### src/rtl/msr_upd_pkg.sv
package msr_upd_pkg;

    localparam int XLEN = 64;
    localparam int OPW  = 2;

    typedef enum logic [OPW-1:0] {
        OPC_IDLE  = 2'd0,
        OPC_MT32  = 2'd1,
        OPC_MT64  = 2'd2,
        OPC_MFROM = 2'd3
    } msr_opc_e;

    // big-endian bit positions of fields with special rules
    localparam int B_EE    = 48;
    localparam int B_PR    = 49;
    localparam int B_IR    = 58;
    localparam int B_DR    = 59;
    localparam int B_RI    = 62;
    localparam int B_TS_LO = 29;
    localparam int B_TS_HI = 31;

    // vector index of a big-endian bit number
    function automatic int bix(input int b);
        return XLEN - 1 - b;
    endfunction

    // mask covering big-endian bits lo..hi inclusive
    function automatic logic [XLEN-1:0] span(input int lo, input int hi);
        logic [XLEN-1:0] m;
        m = '0;
        for (int b = lo; b <= hi; b++) m[bix(b)] = 1'b1;
        return m;
    endfunction

endpackage

### src/rtl/msr_copy_mask.sv
module msr_copy_mask
    import msr_upd_pkg::*;
(
    input  logic            wide,
    input  logic            lite,
    output logic [XLEN-1:0] copy_mask
);
    localparam logic [XLEN-1:0] M_LITE = span(B_EE, B_EE) | span(B_RI, B_RI);
    localparam logic [XLEN-1:0] M_LOW  = span(32, 47) | span(49, 50)
                                       | span(52, 57) | span(60, 62);
    localparam logic [XLEN-1:0] M_HIGH = span(0, 2) | span(4, 28);

    always_comb begin
        if (lite)      copy_mask = M_LITE;
        else if (wide) copy_mask = M_LOW | M_HIGH;
        else           copy_mask = M_LOW;
    end
endmodule

### src/rtl/msr_ts_guard.sv
module msr_ts_guard #(
    parameter int FW = 3
) (
    input  logic [FW-1:0] cur_f,
    input  logic [FW-1:0] src_f,
    output logic [FW-1:0] new_f
);
    localparam logic [FW-1:0] HOLD_CUR = FW'(2);
    localparam logic [FW-1:0] HOLD_SRC = '0;

    always_comb begin
        if ((cur_f == HOLD_CUR) && (src_f == HOLD_SRC)) new_f = cur_f;
        else                                             new_f = src_f;
    end
endmodule

### src/rtl/msr_move_core.sv
module msr_move_core
    import msr_upd_pkg::*;
(
    input  logic            wide,
    input  logic            lite,
    input  logic [XLEN-1:0] cur_msr,
    input  logic [XLEN-1:0] rs_val,
    output logic [XLEN-1:0] nxt_msr
);
    localparam int TSW  = B_TS_HI - B_TS_LO + 1;
    localparam int TS_H = XLEN - 1 - B_TS_LO;
    localparam int TS_L = XLEN - 1 - B_TS_HI;
    localparam int NFORCE = 3;
    localparam int FORCE_BITS [NFORCE] = '{B_EE, B_IR, B_DR};

    logic [XLEN-1:0] copy_mask;
    logic [XLEN-1:0] merged;
    logic [TSW-1:0]  ts_new;
    logic            pr_src;

    msr_copy_mask u_mask (
        .wide      (wide),
        .lite      (lite),
        .copy_mask (copy_mask)
    );

    msr_ts_guard #(.FW(TSW)) u_ts (
        .cur_f (cur_msr[TS_H:TS_L]),
        .src_f (rs_val[TS_H:TS_L]),
        .new_f (ts_new)
    );

    assign pr_src = rs_val[bix(B_PR)];

    always_comb begin
        merged = (rs_val & copy_mask) | (cur_msr & ~copy_mask);
        if (!lite) begin
            for (int k = 0; k < NFORCE; k++)
                merged[bix(FORCE_BITS[k])] = rs_val[bix(FORCE_BITS[k])] | pr_src;
            if (wide) merged[TS_H:TS_L] = ts_new;
        end
        nxt_msr = merged;
    end
endmodule

### src/rtl/msr_update_unit.sv
module msr_update_unit
    import msr_upd_pkg::*;
(
    input  logic            clk,
    input  logic            rst_n,
    input  logic            req_valid,
    input  logic [1:0]      req_op,
    input  logic            req_l,
    input  logic [63:0]     cur_msr,
    input  logic [63:0]     rs_val,
    output logic            msr_we,
    output logic [63:0]     msr_new,
    output logic            gpr_we,
    output logic [63:0]     gpr_data
);
    msr_opc_e        opc;
    logic            do_mt;
    logic            do_mf;
    logic [XLEN-1:0] nxt_msr;

    assign opc   = req_valid ? msr_opc_e'(req_op) : OPC_IDLE;

    always_comb begin
        do_mt = 1'b0;
        do_mf = 1'b0;
        unique case (opc)
            OPC_IDLE:  ;
            OPC_MT32,
            OPC_MT64:  do_mt = 1'b1;
            OPC_MFROM: do_mf = 1'b1;
            default:   ;
        endcase
    end

    msr_move_core u_core (
        .wide    (opc == OPC_MT64),
        .lite    (req_l),
        .cur_msr (cur_msr),
        .rs_val  (rs_val),
        .nxt_msr (nxt_msr)
    );

    always_ff @(posedge clk) begin
        if (!rst_n) begin
            msr_we   <= 1'b0;
            gpr_we   <= 1'b0;
            msr_new  <= '0;
            gpr_data <= '0;
        end else begin
            msr_we   <= do_mt;
            gpr_we   <= do_mf;
            msr_new  <= do_mt ? nxt_msr : '0;
            gpr_data <= do_mf ? cur_msr : '0;
        end
    end
endmodule

### config.mk
export PLATFORM = sky130hd
export DESIGN_NAME = msr_update_unit
export DESIGN_NICKNAME = d
export VERILOG_FILES = /design/src/rtl/msr_upd_pkg.sv /design/src/rtl/msr_copy_mask.sv /design/src/rtl/msr_ts_guard.sv /design/src/rtl/msr_move_core.sv /design/src/rtl/msr_update_unit.sv
export SDC_FILE = /design/constraint.sdc
export NUM_CORES = 1
export LEC_CHECK = 0
export BUFFER_PORTS_ARGS = -buffer_cell sky130_fd_sc_hd__buf_2
export CAP_MARGIN = 20
export CORE_MARGIN = 8
export CORE_UTILIZATION = 49
export DETAILED_ROUTE_END_ITERATION = 10
export PLACE_DENSITY = 0.92
export SYNTH_ARGS = -nofsm -noshare
export SYNTH_HDL_FRONTEND = slang
export SYNTH_HIERARCHICAL = 1
export SYNTH_SLANG_ARGS = --single-unit
### constraint.sdc
create_clock -name clk -period 4.3 [get_ports clk]
set_clock_uncertainty 0.15 [all_clocks]
set_input_delay 0.86 -clock clk [delete_from_list [all_inputs] [get_ports clk]]
set_output_delay 0.86 -clock clk [all_outputs]
set_load 0.03 [all_outputs]
Yosys cells after proc, flatten, opt, wreduce, memory -nomap -nowiden:

Index checks and enable logic that the tools add are counted.

* register bits after elaboration: 130
* input bits: 134
* output and inout port bits: 130
* word-level logic and storage cells: 30

* equal/unequal tests: 4
* mux-type cells: 10
* bitwise logic cells: 7
* reduce and logical (&&, ||, !) cells: 5

Operators with widths (count)
* 64-bit AND: 2
* 64-bit 2-to-1 mux: 2
* 64-bit inverter: 1
* 64-bit OR: 1
* 3-bit 2-to-1 mux: 3
* 2-bit == test, second input constant: 2
* 2-bit 2-to-1 mux: 2
* 2-bit AND reduction: 2
* 3-bit by 2-bit == test with 1-bit output, second input constant: 1
* 3-bit zero test: 1
* 1-bit 2-to-1 mux: 3
* 1-bit OR: 3
* 2-bit by 1-bit == test with 1-bit output, second input constant: 1
* 2-bit OR reduction: 1
* 1-bit logical AND: 1

Longest topological paths before layout:

* depth after elaboration: 9
* mapped depth: 6
* gate-level depth less buffers: 5

Modules after synthesis:

The synthesis kept the hierarchy.

Modules (own cells, without submodules)
* msr_update_unit: times used 1, cells an instance 293, area an instance 3798.6 um2, seq. area each 2602.5 um2
* msr_move_core: times used 1, cells an instance 74, area an instance 817.0 um2, seq. area each 0.0 um2
* msr_copy_mask: times used 1, cells an instance 66, area an instance 483.0 um2, seq. area each 0.0 um2
* msr_ts_guard: times used 1, cells an instance 4, area an instance 25.0 um2, seq. area each 0.0 um2

Worst setup path before layout:

No wires, ideal clock.

* kind: input-to-reg
* from: input port req_op[1]
* to: register msr_new[36]
* setup time: 0.117 ns
* data arrival time: 2.963 ns
* required time: 4.033 ns
* slack: 1.070 ns
* stages on the path: 6
* buffers on the path: 1
* cells stage by stage: and2_1 ha_1 nor2b_1 buf_4 mux2_2 and3b_2

* longest elaborated chain between the ends: 7
* elaborated cells between the ends (all ways): 12
* classes of those cells: 2 x eq/ne; 4 x mux; 4 x bitwise; 2 x reduce/logical

RTL lines
* from (decl): RTL line msr_update_unit.sv:7 `input logic [1:0] req_op,`
* 2-bit 2-to-1 mux *: RTL line msr_update_unit.sv:21 `assign opc = req_valid ? msr_opc_e'(req_op) : OPC_IDLE;`
* 2-bit == test *: RTL line msr_update_unit.sv:36 `.wide (opc == OPC_MT64),`
* 64-bit 2-to-1 mux *: RTL line msr_copy_mask.sv:15 `else if (wide) copy_mask = M_LOW | M_HIGH;`
* 64-bit 2-to-1 mux *: RTL line msr_copy_mask.sv:14 `if (lite) copy_mask = M_LITE;`
* named net u_core.copy_mask[36]: RTL line msr_move_core.sv:16 `logic [XLEN-1:0] copy_mask;`
* 64-bit inverter: RTL line msr_move_core.sv:36 `merged = (rs_val & copy_mask) | (cur_msr & ~copy_mask);`
* 64-bit AND: RTL line msr_move_core.sv:36
* 64-bit OR *: RTL line msr_move_core.sv:36
* named net nxt_msr[36]: RTL line msr_update_unit.sv:19 `logic [XLEN-1:0] nxt_msr;`
* to (signal assigned): RTL line msr_update_unit.sv:52 `msr_new <= do_mt ? nxt_msr : '0;`
* to (decl): RTL line msr_update_unit.sv:12 `output logic [63:0] msr_new,`

Mark *: on every way through the listed nets, which the timed path passes. The rest lies on a longest branch.
A chain may end at the register's enable or synchronous reset.

Worst setup path after layout:

* from: input port req_valid
* to: register msr_new[28]

* longest elaborated chain between the ends: 5
* elaborated cells between the ends (all ways): 6
* classes of those cells: 2 x eq/ne; 2 x mux; 2 x reduce/logical

RTL lines
* from (decl): RTL line msr_update_unit.sv:6 `input logic req_valid,`
* 2-bit 2-to-1 mux *: RTL line msr_update_unit.sv:21
* 2-bit by 1-bit == test with 1-bit output / 2-bit == test (equally long branches): RTL line msr_update_unit.sv:26 `unique case (opc)`
* 2-bit OR reduction *: RTL line msr_update_unit.sv:26
* 1-bit 2-to-1 mux *: RTL line msr_update_unit.sv:26
* 2-bit AND reduction (no line) *

Mark *: on every way between the ends. The rest lies on a longest branch, timed or not.

==> run summary <==
Post-synthesis sequential area ratio = 50.8%
Finished Layout Cells = 785
Total track usage = 19.1%
Sw Share = 23.2%
Clock transition at path regs = 0.06 ns
Final nets = 773
Worst slew pin tran = 1.05 ns
Pwr Total = 0.00296 W
Cell Chain, Critical Path = buf_2 -> and2_1 -> ha_1 -> buf_4 -> and3b_2
Min Tclk post-route = 2.38 ns
Ys flop type = dfxtp_1
Setup Viol. Count Final = 0
Post-route cell area = 6610 um2
Post-cts resize count = 0
Synthesized instance count = 437
Worst setup EP type = flop
Htree depth = 4
Register area = 2600 um2
Final max-slew violation count = 0
Largest net degree at the start of global routing = 83
Combinational Power Share = 11.4%
Relative slew slack = 29.9%
Post-synth top area share = 50.8%
Slowest-stage cell, CP = ha_1
Filler cells = 822
Post-route ant nets = 0
Share of cells above drive strength 1 = 58.9%
Share of power burned in registers = 42.3%
NetSw = 0.000688 W
WP buf/inv = 2
Clock sinks = 130
Detailed Route Iter0 Violations = 197
Antenna Cells = 0
First-pass GRT wire length = 21.6 mm
Area of the multi-input gates = 1920 um2
RSZ-0062 raised after global routing = no
Final Worst Setup Slack = 1.92 ns
Initial antenna violation count = 0
Die X = 118 um
Netlist cell types = 23
Crit start category = primary input
DRC Markers = 0
Crit path kind = in -> reg
Worst Hold Class = in -> reg
Leading cell type in the layout, fill and taps excluded = buf_2
Cell internal pwr = 0.00228 W
Average cell area after synthesis = 11.7 um2
Mapped Area = 5120 um2
Root buffer cell = clkbuf_8
DR top layer = met4
Max-cap check violation count = 0
Dpl cells = 754
Status = finished clean
CP required = 4.54 ns
Wl on met1 = 5.12 mm
Async S/R FF share, synth = 0%
DR vias = 3821
Commonest non-fill, non-tap cells in the layout = buf_2, dfxtp_1, and3_1
P&R area growth vs syn = 29.1%
IO Port Bufs = 263
Longest Clk Path Bufs = 2
Core ar. = 10200 um2
Leakage = 3.80 nW
Final hold violations = 0
I/O pin count = 264
Clock power share = 46.3%
DIE AREA = 14000 um2
Setup TNS = 0 ns
Fmax achieved = 420 MHz
Slowest stage delay, CP = 0.82 ns
Crit path DAT = 2.62 ns
Gp weighted congestion = 0.814
WL met2 = 7.17 mm
CTS Buf Count = 17
Global route total overflow = 0
Drt wl/cell = 17.6 um
Postcts setup bufs = 0
TritonRoute pass-1 iters = 4
Routed WL = 13.8 mm
Setup WS pre-CTS = 1.35 ns
Worst IR Drop VDD = 0.190 mV
Dominant cell type by area after synthesis = dfxtp_1
Met3 Wirelength = 1.23 mm
Initial Utilization = 50.1%
Hold_buf cts = 0
Die Y = 118 um
Largest delay contributor family on the critical path = adder cells
DP Area = 6030 um2
Power Density = 448 nW/um2
Vias in the first global route = 4250
Crit path max fanout = 35
CTS tree = yes
Via density = 4.87
DP HPWL = 10.4 mm
Tcrit/Tclk final = 55.4%
Synth area leaders = dfxtp_1, mux2_2, buf_4, and3_1, and3b_1
Rows = 37
Post-synth EDFFs = 0
Synth warn = 6
Seq cells post-synth = 130
cell usage after synthesis, types with 2 or more instances:
| master | instances |
|---|---|
| nor3_1 | 3 |
| buf_4 | 68 |
| clkbuf_1 | 6 |
| and2_1 | 3 |
| clkbuf_2 | 5 |
| conb_1 | 2 |
| mux2i_1 | 3 |
| mux2_4 | 6 |
| mux2_2 | 58 |
| a21oi_1 | 3 |
| and3b_2 | 20 |
| ha_1 | 2 |
| dfxtp_1 | 130 |
| and3_1 | 64 |
| nor2b_1 | 2 |
| and3b_1 | 44 |
| buf_2 | 12 |
cell type report:
class,count,area share (%)
repair buffers,266,20.2
clock buffers,23,7.21
clock inverters,8,1.55
flip-flops and latches,130,39.3
well taps,136,2.57
inverters,1,0.0568
multi-input cells,221,29.0
stage by stage:
stage	hold slack, ns	util, %
after floorplan	0.869	-
after global routing	0.435	64.6
after CTS	0.425	64.6
final	0.461	64.6
after detailed placement	0.965	59.0
after global placement	0.960	59.0
flip-flops by register name, summed over array words and instances (netlist names):
name      count
msr_we        1
gpr_we        1
gpr_data     64
msr_new      64
path summary, 6_finish.rpt:
| kind | to | cells past startpoint | startpoint | slack (ns) |
|---|---|---|---|---|
| setup / recovery | msr_new[28]$_SDFF_PN0_ | 5 | req_valid | 1.92 |
| hold / removal | gpr_data[56]$_SDFF_PN0_ | 2 | cur_msr[56] | 0.46 |
power by group through the flow:
stage	Sequential, W	Clock [W]	Combinational, W
after floorplan	0.00136	0	0.000166
after global placement	0.00128	0	0.000328
after detailed placement	0.00128	0	0.000339
after CTS	0.00125	0.00141	0.000341
after global routing	0.00126	0.00146	0.000362
final	0.00125	0.00137	0.000337
logic make-up after synthesis:
group                    after synthesis  share of synthesized area, %
other                                  2                         0.147
AND/OR/NAND/NOR                      139                          20.7
AO/OA/AOI/OAI                          4                         0.440
buffers and inverters                 93                          12.4
adder cells (fa/ha/maj)                2                         0.488
multiplexers                          67                          15.1
flip-flops                           130                          50.8
per-layer routing:
metal  vias up  global-route usage, %
li1       1836                      -
met2       178                   34.3
met4         0                   8.41
met5         -                      0
met1      1781                   18.5
met3        26                   8.71
(Power assumes the default switching activity.)
